`src/rtl/pinmux_pkg.sv`:
```
package pinmux_pkg;
  localparam int NUM_PINS  = 8;
  localparam int NUM_PAIRS = NUM_PINS / 2;
  localparam int NUM_FN    = 9;
  localparam int CHAIN_LEN = 4;
  localparam int FN_NONE   = -1;

  localparam int FN_CAN0  = 0;
  localparam int FN_CAN1  = 1;
  localparam int FN_CAN2  = 2;
  localparam int FN_CAN3  = 3;
  localparam int FN_CAN4  = 4;
  localparam int FN_SCI3  = 5;
  localparam int FN_RCAN0 = 6;
  localparam int FN_RCAN4 = 7;
  localparam int FN_RSPI0 = 8;

  typedef enum logic [1:0] {PK_TX, PK_RX, PK_BIDIR} pin_kind_e;

  // slot 0 is the highest priority
  function automatic int chain_fn(input int pair, input int slot);
    case (pair)
      3: case (slot)
           0: return FN_CAN3;
           1: return FN_CAN4;
           2: return FN_SCI3;
           default: return FN_NONE;
         endcase
      2: case (slot)
           0: return FN_CAN2;
           1: return FN_RCAN0;
           2: return FN_RCAN4;
           3: return FN_RSPI0;
           default: return FN_NONE;
         endcase
      1: return (slot == 0) ? FN_CAN1 : FN_NONE;
      0: return (slot == 0) ? FN_CAN0 : FN_NONE;
      default: return FN_NONE;
    endcase
  endfunction

  function automatic pin_kind_e fn_kind(input int fn, input bit hi);
    if (fn == FN_RSPI0) return PK_BIDIR;
    return hi ? PK_TX : PK_RX;
  endfunction
endpackage

```
`src/rtl/pinmux_regs.sv`:
```
module pinmux_regs #(
  parameter int ADDR_W    = 4,
  parameter int NUM_PINS  = 8,
  parameter int DATA_ADDR = 0,
  parameter int DIR_ADDR  = 1
) (
  input  logic                clk_i,
  input  logic                rst_ni,
  input  logic [ADDR_W-1:0]   addr_i,
  input  logic                we_i,
  input  logic [NUM_PINS-1:0] wdata_i,
  input  logic [NUM_PINS-1:0] pad_in_i,
  output logic [NUM_PINS-1:0] dat_o,
  output logic [NUM_PINS-1:0] dir_o,
  output logic [NUM_PINS-1:0] rdata_o
);
  localparam logic [ADDR_W-1:0] DataA = ADDR_W'(DATA_ADDR);
  localparam logic [ADDR_W-1:0] DirA  = ADDR_W'(DIR_ADDR);

  logic [NUM_PINS-1:0] dat_q, dir_q;
  logic dat_wr, dir_wr;

  assign dat_wr = we_i && (addr_i == DataA);
  assign dir_wr = we_i && (addr_i == DirA);

  always_ff @(posedge clk_i or negedge rst_ni) begin
    if (!rst_ni) begin
      dat_q <= '0;
      dir_q <= '0;
    end else begin
      if (dat_wr) dat_q <= wdata_i;
      if (dir_wr) dir_q <= wdata_i;
    end
  end

  // output bits read latch, input bits read the pad
  always_comb begin
    unique case (addr_i)
      DataA:   rdata_o = (dir_q & dat_q) | (~dir_q & pad_in_i);
      DirA:    rdata_o = dir_q;
      default: rdata_o = '0;
    endcase
  end

  assign dat_o = dat_q;
  assign dir_o = dir_q;


  dat_wr_chk: assert property (@(posedge clk_i) disable iff (!rst_ni)
    (we_i && addr_i == DataA) |=> (dat_o == $past(wdata_i)));

  dir_wr_chk: assert property (@(posedge clk_i) disable iff (!rst_ni)
    (we_i && addr_i == DirA) |=> (dir_o == $past(wdata_i)));

  dat_hold_chk: assert property (@(posedge clk_i) disable iff (!rst_ni)
    !(we_i && addr_i == DataA) |=> $stable(dat_o));

  dir_hold_chk: assert property (@(posedge clk_i) disable iff (!rst_ni)
    !(we_i && addr_i == DirA) |=> $stable(dir_o));
endmodule

```
`src/rtl/pinmux_pair_arb.sv`:
```
module pinmux_pair_arb
  import pinmux_pkg::*;
#(
  parameter int PAIR = 0
) (
  input  logic [NUM_FN-1:0]       fn_en_i,
  input  logic [NUM_FN-1:0][1:0]  fn_out_i,
  input  logic [NUM_FN-1:0][1:0]  fn_oe_i,
  input  logic [1:0]              gpio_out_i,
  input  logic [1:0]              gpio_oe_i,
  output logic [1:0]              pad_o,
  output logic [1:0]              pad_oe_o,
  output logic [NUM_FN-1:0]       own_o
);
  int win;

  always_comb begin
    win = FN_NONE;
    for (int s = CHAIN_LEN - 1; s >= 0; s--) begin
      if (chain_fn(PAIR, s) != FN_NONE && fn_en_i[chain_fn(PAIR, s)])
        win = chain_fn(PAIR, s);
    end
  end

  always_comb begin
    own_o    = '0;
    pad_o    = gpio_out_i;
    pad_oe_o = gpio_oe_i;
    if (win != FN_NONE) begin
      own_o[win] = 1'b1;
      for (int h = 0; h < 2; h++) begin
        unique case (fn_kind(win, h[0]))
          PK_TX: begin
            pad_o[h]    = fn_out_i[win][h];
            pad_oe_o[h] = 1'b1;
          end
          PK_RX: begin
            pad_o[h]    = 1'b0;
            pad_oe_o[h] = 1'b0;
          end
          default: begin
            pad_o[h]    = fn_out_i[win][h];
            pad_oe_o[h] = fn_oe_i[win][h];
          end
        endcase
      end
    end
  end
endmodule

```
`src/rtl/pinmux_in_route.sv`:
```
module pinmux_in_route
  import pinmux_pkg::*;
(
  input  logic [NUM_PAIRS-1:0][NUM_FN-1:0] own_i,
  input  logic [NUM_PINS-1:0]              pad_i,
  output logic [NUM_FN-1:0][1:0]           fn_in_o
);
  // non-owners idle high
  always_comb begin
    fn_in_o = '1;
    for (int p = 0; p < NUM_PAIRS; p++)
      for (int f = 0; f < NUM_FN; f++)
        if (own_i[p][f]) fn_in_o[f] = pad_i[2*p +: 2];
  end
endmodule

```
`src/rtl/pinmux_port.sv`:
```
module pinmux_port
  import pinmux_pkg::*;
#(
  parameter int ADDR_W = 4
) (
  input  logic                   clk_i,
  input  logic                   rst_ni,
  input  logic [ADDR_W-1:0]      reg_addr_i,
  input  logic                   reg_we_i,
  input  logic [NUM_PINS-1:0]    reg_wdata_i,
  output logic [NUM_PINS-1:0]    reg_rdata_o,
  input  logic [NUM_FN-1:0]      fn_en_i,
  input  logic [NUM_FN-1:0][1:0] fn_out_i,
  input  logic [NUM_FN-1:0][1:0] fn_oe_i,
  output logic [NUM_FN-1:0][1:0] fn_in_o,
  input  logic [NUM_PINS-1:0]    pad_i,
  output logic [NUM_PINS-1:0]    pad_o,
  output logic [NUM_PINS-1:0]    pad_oe_o
);
  logic [NUM_PINS-1:0] dat, dir;
  logic [NUM_PAIRS-1:0][NUM_FN-1:0] own;

  pinmux_regs #(
    .ADDR_W(ADDR_W), .NUM_PINS(NUM_PINS), .DATA_ADDR(0), .DIR_ADDR(1)
  ) u_regs (
    .clk_i    (clk_i),
    .rst_ni   (rst_ni),
    .addr_i   (reg_addr_i),
    .we_i     (reg_we_i),
    .wdata_i  (reg_wdata_i),
    .pad_in_i (pad_i),
    .dat_o    (dat),
    .dir_o    (dir),
    .rdata_o  (reg_rdata_o)
  );

  for (genvar p = 0; p < NUM_PAIRS; p++) begin : g_pair
    pinmux_pair_arb #(.PAIR(p)) u_arb (
      .fn_en_i    (fn_en_i),
      .fn_out_i   (fn_out_i),
      .fn_oe_i    (fn_oe_i),
      .gpio_out_i (dat[2*p +: 2]),
      .gpio_oe_i  (dir[2*p +: 2]),
      .pad_o      (pad_o[2*p +: 2]),
      .pad_oe_o   (pad_oe_o[2*p +: 2]),
      .own_o      (own[p])
    );


    gpio_pass_chk: assert property (@(posedge clk_i) disable iff (!rst_ni)
      (own[p] == '0) |-> (pad_oe_o[2*p +: 2] == dir[2*p +: 2] &&
                          pad_o[2*p +: 2] == dat[2*p +: 2]));

    one_owner_chk: assert property (@(posedge clk_i) disable iff (!rst_ni)
      $onehot0(own[p]));

    top_tx_chk: assert property (@(posedge clk_i) disable iff (!rst_ni)
      fn_en_i[chain_fn(p, 0)] |-> (pad_oe_o[2*p+1] && !pad_oe_o[2*p] &&
                                   pad_o[2*p+1] == fn_out_i[chain_fn(p, 0)][1]));
  end

  pinmux_in_route u_route (
    .own_i   (own),
    .pad_i   (pad_i),
    .fn_in_o (fn_in_o)
  );

  for (genvar f = 0; f < NUM_FN; f++) begin : g_fn_chk
    logic owned;
    always_comb begin
      owned = 1'b0;
      for (int p = 0; p < NUM_PAIRS; p++) owned |= own[p][f];
    end

    idle_in_chk: assert property (@(posedge clk_i) disable iff (!rst_ni)
      !owned |-> (fn_in_o[f] == 2'b11));

    not_en_chk: assert property (@(posedge clk_i) disable iff (!rst_ni)
      !fn_en_i[f] |-> !owned);
  end
endmodule

```
`config.mk`:
```
export PLATFORM = sky130hd
export DESIGN_NAME = pinmux_port
export DESIGN_NICKNAME = d
export VERILOG_FILES = /design/src/rtl/pinmux_pkg.sv /design/src/rtl/pinmux_regs.sv /design/src/rtl/pinmux_pair_arb.sv /design/src/rtl/pinmux_in_route.sv /design/src/rtl/pinmux_port.sv
export SDC_FILE = /design/constraint.sdc
export NUM_CORES = 1
export LEC_CHECK = 0
export CAP_MARGIN = 20
export CORE_UTILIZATION = 60
export CTS_CLUSTER_SIZE = 25
export DETAILED_ROUTE_END_ITERATION = 8
export DONT_BUFFER_PORTS = 1
export PLACE_DENSITY_LB_ADDON = 0.08
export RECOVER_POWER = 100
export SETUP_SLACK_MARGIN = 0.3
export SKIP_LAST_GASP = 1
export SLEW_MARGIN = 20
export SYNTH_ARGS = -nofsm -noshare
export SYNTH_HDL_FRONTEND = slang
export SYNTH_HIERARCHICAL = 1
export SYNTH_SLANG_ARGS = --single-unit
```
`constraint.sdc`:
```
create_clock -name clk_i -period 1.5 [get_ports clk_i]
set_clock_uncertainty 0.1 [all_clocks]
set_input_delay 0.075 -clock clk_i [delete_from_list [all_inputs] [get_ports clk_i]]
set_output_delay 0.075 -clock clk_i [all_outputs]
set_load 0.05 [all_outputs]
```
==> impl_metrics.tcl <==
set metrics [dict create \
    vias 1736 \
    rr_startpoint "u_regs/dat_o[7]$_DFFE_PN0P_" \
    p_leak_nw 0.907 \
    yosys_register_bits 16 \
    synth_top_area_share_pct 19.8 \
    start_util_pct 64.8 \
    fin_cells 311 \
    finalSetupViolCount 0 \
    die-area_um2 3610 \
    n_antenna_cell 0 \
    status "completed" \
    core.rowCount 20 \
    min_from "reg_addr_i[0]" \
    hpwlAfterDp_um 3370 \
    crit_required_ps 1320 \
    grt_util_met2_pct 48.2 \
    critPathCaptureType "output port" \
    hold_ws_ps 22.3 \
    portBuffers 0 \
    area_growth_syn_to_layout_pct 8.70 \
    drc_errors 0 \
    antenna_found_initial 0 \
    rrSetupSlack_ps 330 \
    clock-sinks 16 \
    ys_seq_area_share_pct 19.8 \
    drtPass1Iterations 4 \
    nFillCells 273 \
    grt_max_degree 19 \
    dp_cells 288 \
    rsz0062_at_grt "yes" \
    critPathMaxFanout 3 \
    htreeDepth 1 \
    fin_crit_sh_pct 98.6 \
    critPathKind "reg2out" \
    grt_pass1_wl_um 6930 \
    avgRoutedWirePerCell_um 15.3 \
    synth_cell_types 33 \
    hold_depth 2 \
    postSynthAreaPerCell_um2 7.83 \
    drt-total-wl_um 4770 \
    whs_endpoint "u_regs/dat_o[1]$_DFFE_PN0P_" \
    netlist.top_cell.by_area "dfrtp_1" \
    gp_congestion 0.714 \
    met1_usage_pct 30.4 \
    core_area_um2 3130 \
    vias_per_cell 5.58 \
    grt.total_usage_pct 26.0 \
    max_cap_viol_count 0 \
    drt-initial-drc-count 60 \
    yosys_warnings 6 \
    holdCritPathClass "in2reg" \
    grt_use_met3_pct 5.41 \
    slew_violations 0 \
    syn_inst 259 \
    netlist_top_cells_area "dfrtp_1, buf_4, a221o_1, nor2_1, mux2_4" \
    grt.overflow.total 0 \
    ant_nets 0 \
    drive_gt1_share_pct 21.7 \
    clk_latency_ps 280 \
    nNetsFinal 337 \
    die_y_um 60.1 \
    period_needed_ps 1480 \
    dpl_worst_slack_ps 169 \
    ir_drop_mv 0.784 \
    grt_pass1_vias 1529 \
    cts_tree "built" \
    crit_path_start_kind "register" \
    io-pin-count 110 \
    tightest_slew_ps 714 \
    reg2reg_depth 3 \
    cts_buffers 3 \
    hold_viol 0 \
    clkTransAtPathRegs_ps 90 \
    relSlewSlack_pct 52.3 \
    power_density_nw_per_um2 833 \
    setup_ws_ps 21.5 \
    max_freq_mhz 676 \
    fp.dieW_um 60.1 \
    top_usage_layer "met2" \
    syn_area_um2 2030 \
    clock_path_buffers 2 \
    cts-root-buf "clkbuf_4" \
    hold_buffers 9 \
    cp.arrival_ps 1300 \
    r2r-end "u_regs/dat_o[7]$_DFFE_PN0P_" \
]
==> stage by stage <==
step / setup TNS, ps / instance area (um^2) / utilization (%) / total power [W]
after floorplan: 0 / 2270 / - / 0.00154
after global placement: 0 / 2030 / 65.0 / 0.00150
after detailed placement: 0 / 2030 / 65.0 / 0.00152
after CTS: 0 / 2240 / 71.7 / 0.00185
after global routing: -114 / 2200 / 70.4 / 0.00193
final: 0 / 2200 / 70.4 / 0.00183
==> what timing repair did <==
action	in CTS	in global routing
endpoints found under the hold margin	32	8
pin swaps	20	7
gates resized for setup	18	13
setup buffers	7	4
gates cloned	0	0
endpoints found under the setup margin	24	29
==> routing by layer <==
layer  up-vias  routed length (um)
met5         -                   0
met3         6                 254
met1       816                2060
met4         0                  38
li1        863                   -
met2        51                2420
==> worst max-delay path, stage by stage (launching register included) <==
cell and delay [ps]:
dfrtp_1 380, mux2i_1 90, nor3_2 190, a2bb2oi_4 360
==> state kept, by name, indices dropped and copies added, names as in the netlist <==
signal,cells
u_regs/dir_o,8
u_regs/dat_o,8
==> layout by cell type (no fill, tap or decap), types with 2 or more instances in the layout <==
cell and n:
nor2_1 44, conb_1 27, nand2_1 27, a21oi_1 19, a221o_1 18, dfrtp_1 16
nor2b_1 12, dlygate4sd3_1 9, mux2_1 8, a21oi_4 8, mux2_2 8, nor3b_2 8
clkbuf_4 7, o21ai_0 6, buf_4 5, and2b_1 4, mux2i_1 3, nor2b_2 3
nor3b_1 3, clkbuf_2 3, o21ai_1 3, or2_1 2, and2_2 2, nand2_2 2
inv_1 2, and2_1 2, clkbuf_1 2, mux2_4 2
==> synthesized netlist by cell type, drive strengths merged <==
| master | instances |
|---|---|
| a211oi | 1 |
| a21oi | 27 |
| a221o | 18 |
| a2bb2oi | 1 |
| and2 | 4 |
| and2b | 4 |
| buf | 36 |
| clkbuf | 6 |
| conb | 4 |
| dfrtp | 16 |
| inv | 2 |
| mux2 | 18 |
| mux2i | 5 |
| nand2 | 29 |
| nand2b | 1 |
| nor2 | 45 |
| nor2b | 15 |
| nor3 | 3 |
| nor3b | 11 |
| nor4b | 1 |
| o21ai | 9 |
| or2 | 2 |
| or3 | 1 |
==> area by class of cell <==
| cell class | instances | area [um^2] | area share (%) |
|---|---|---|---|
| flip-flops and latches | 16 | 400 | 18.2 |
| multi-input cells | 222 | 1530 | 69.3 |
| clock buffers | 3 | 22.5 | 1.02 |
| inverters | 2 | 7.51 | 0.341 |
| repair buffers | 24 | 191 | 8.69 |
| well taps | 44 | 55.1 | 2.50 |
==> worst max path at each step <==
| stage | depth (start not counted) | to | slack (ps) | start |
|---|---|---|---|---|
| detailed placement | 3 | u_regs/dat_o[7]$_DFFE_PN0P_ | 170 | reg_addr_i[1] |
| floorplan | 4 | u_regs/dat_o[0]$_DFFE_PN0P_ | 300 | reg_addr_i[1] |
| global placement | 3 | u_regs/dat_o[4]$_DFFE_PN0P_ | 170 | reg_addr_i[1] |
| finish | 3 | pad_o[5] | 20 | u_regs/dat_o[5]$_DFFE_PN0P_ |
| CTS | 3 | pad_o[5] | 10 | u_regs/dat_o[5]$_DFFE_PN0P_ |
| global route | 3 | pad_o[5] | -70 | u_regs/dat_o[5]$_DFFE_PN0P_ |
==> power breakdown <==
| part | total [W] | switching, W | leakage, nW | internal, W |
|---|---|---|---|---|
| Combinational | 0.000997 | 0.000652 | 0.697 | 0.000345 |
| Clock | 0.000220 | 0.000127 | 0.0138 | 0.0000931 |
| Sequential | 0.000618 | 0.0000857 | 0.196 | 0.000532 |
| Total | 0.00183 | 0.000865 | 0.907 | 0.000970 |
==> kinds of logic after synthesis <==
family          synth area share (%)
simple gates                    31.4
compound gates                  18.6
buf+inv                         15.2
mux                             14.3
flops                           19.8
other cells                    0.741
No activity file was read; power rests on OpenSTA's default activity.
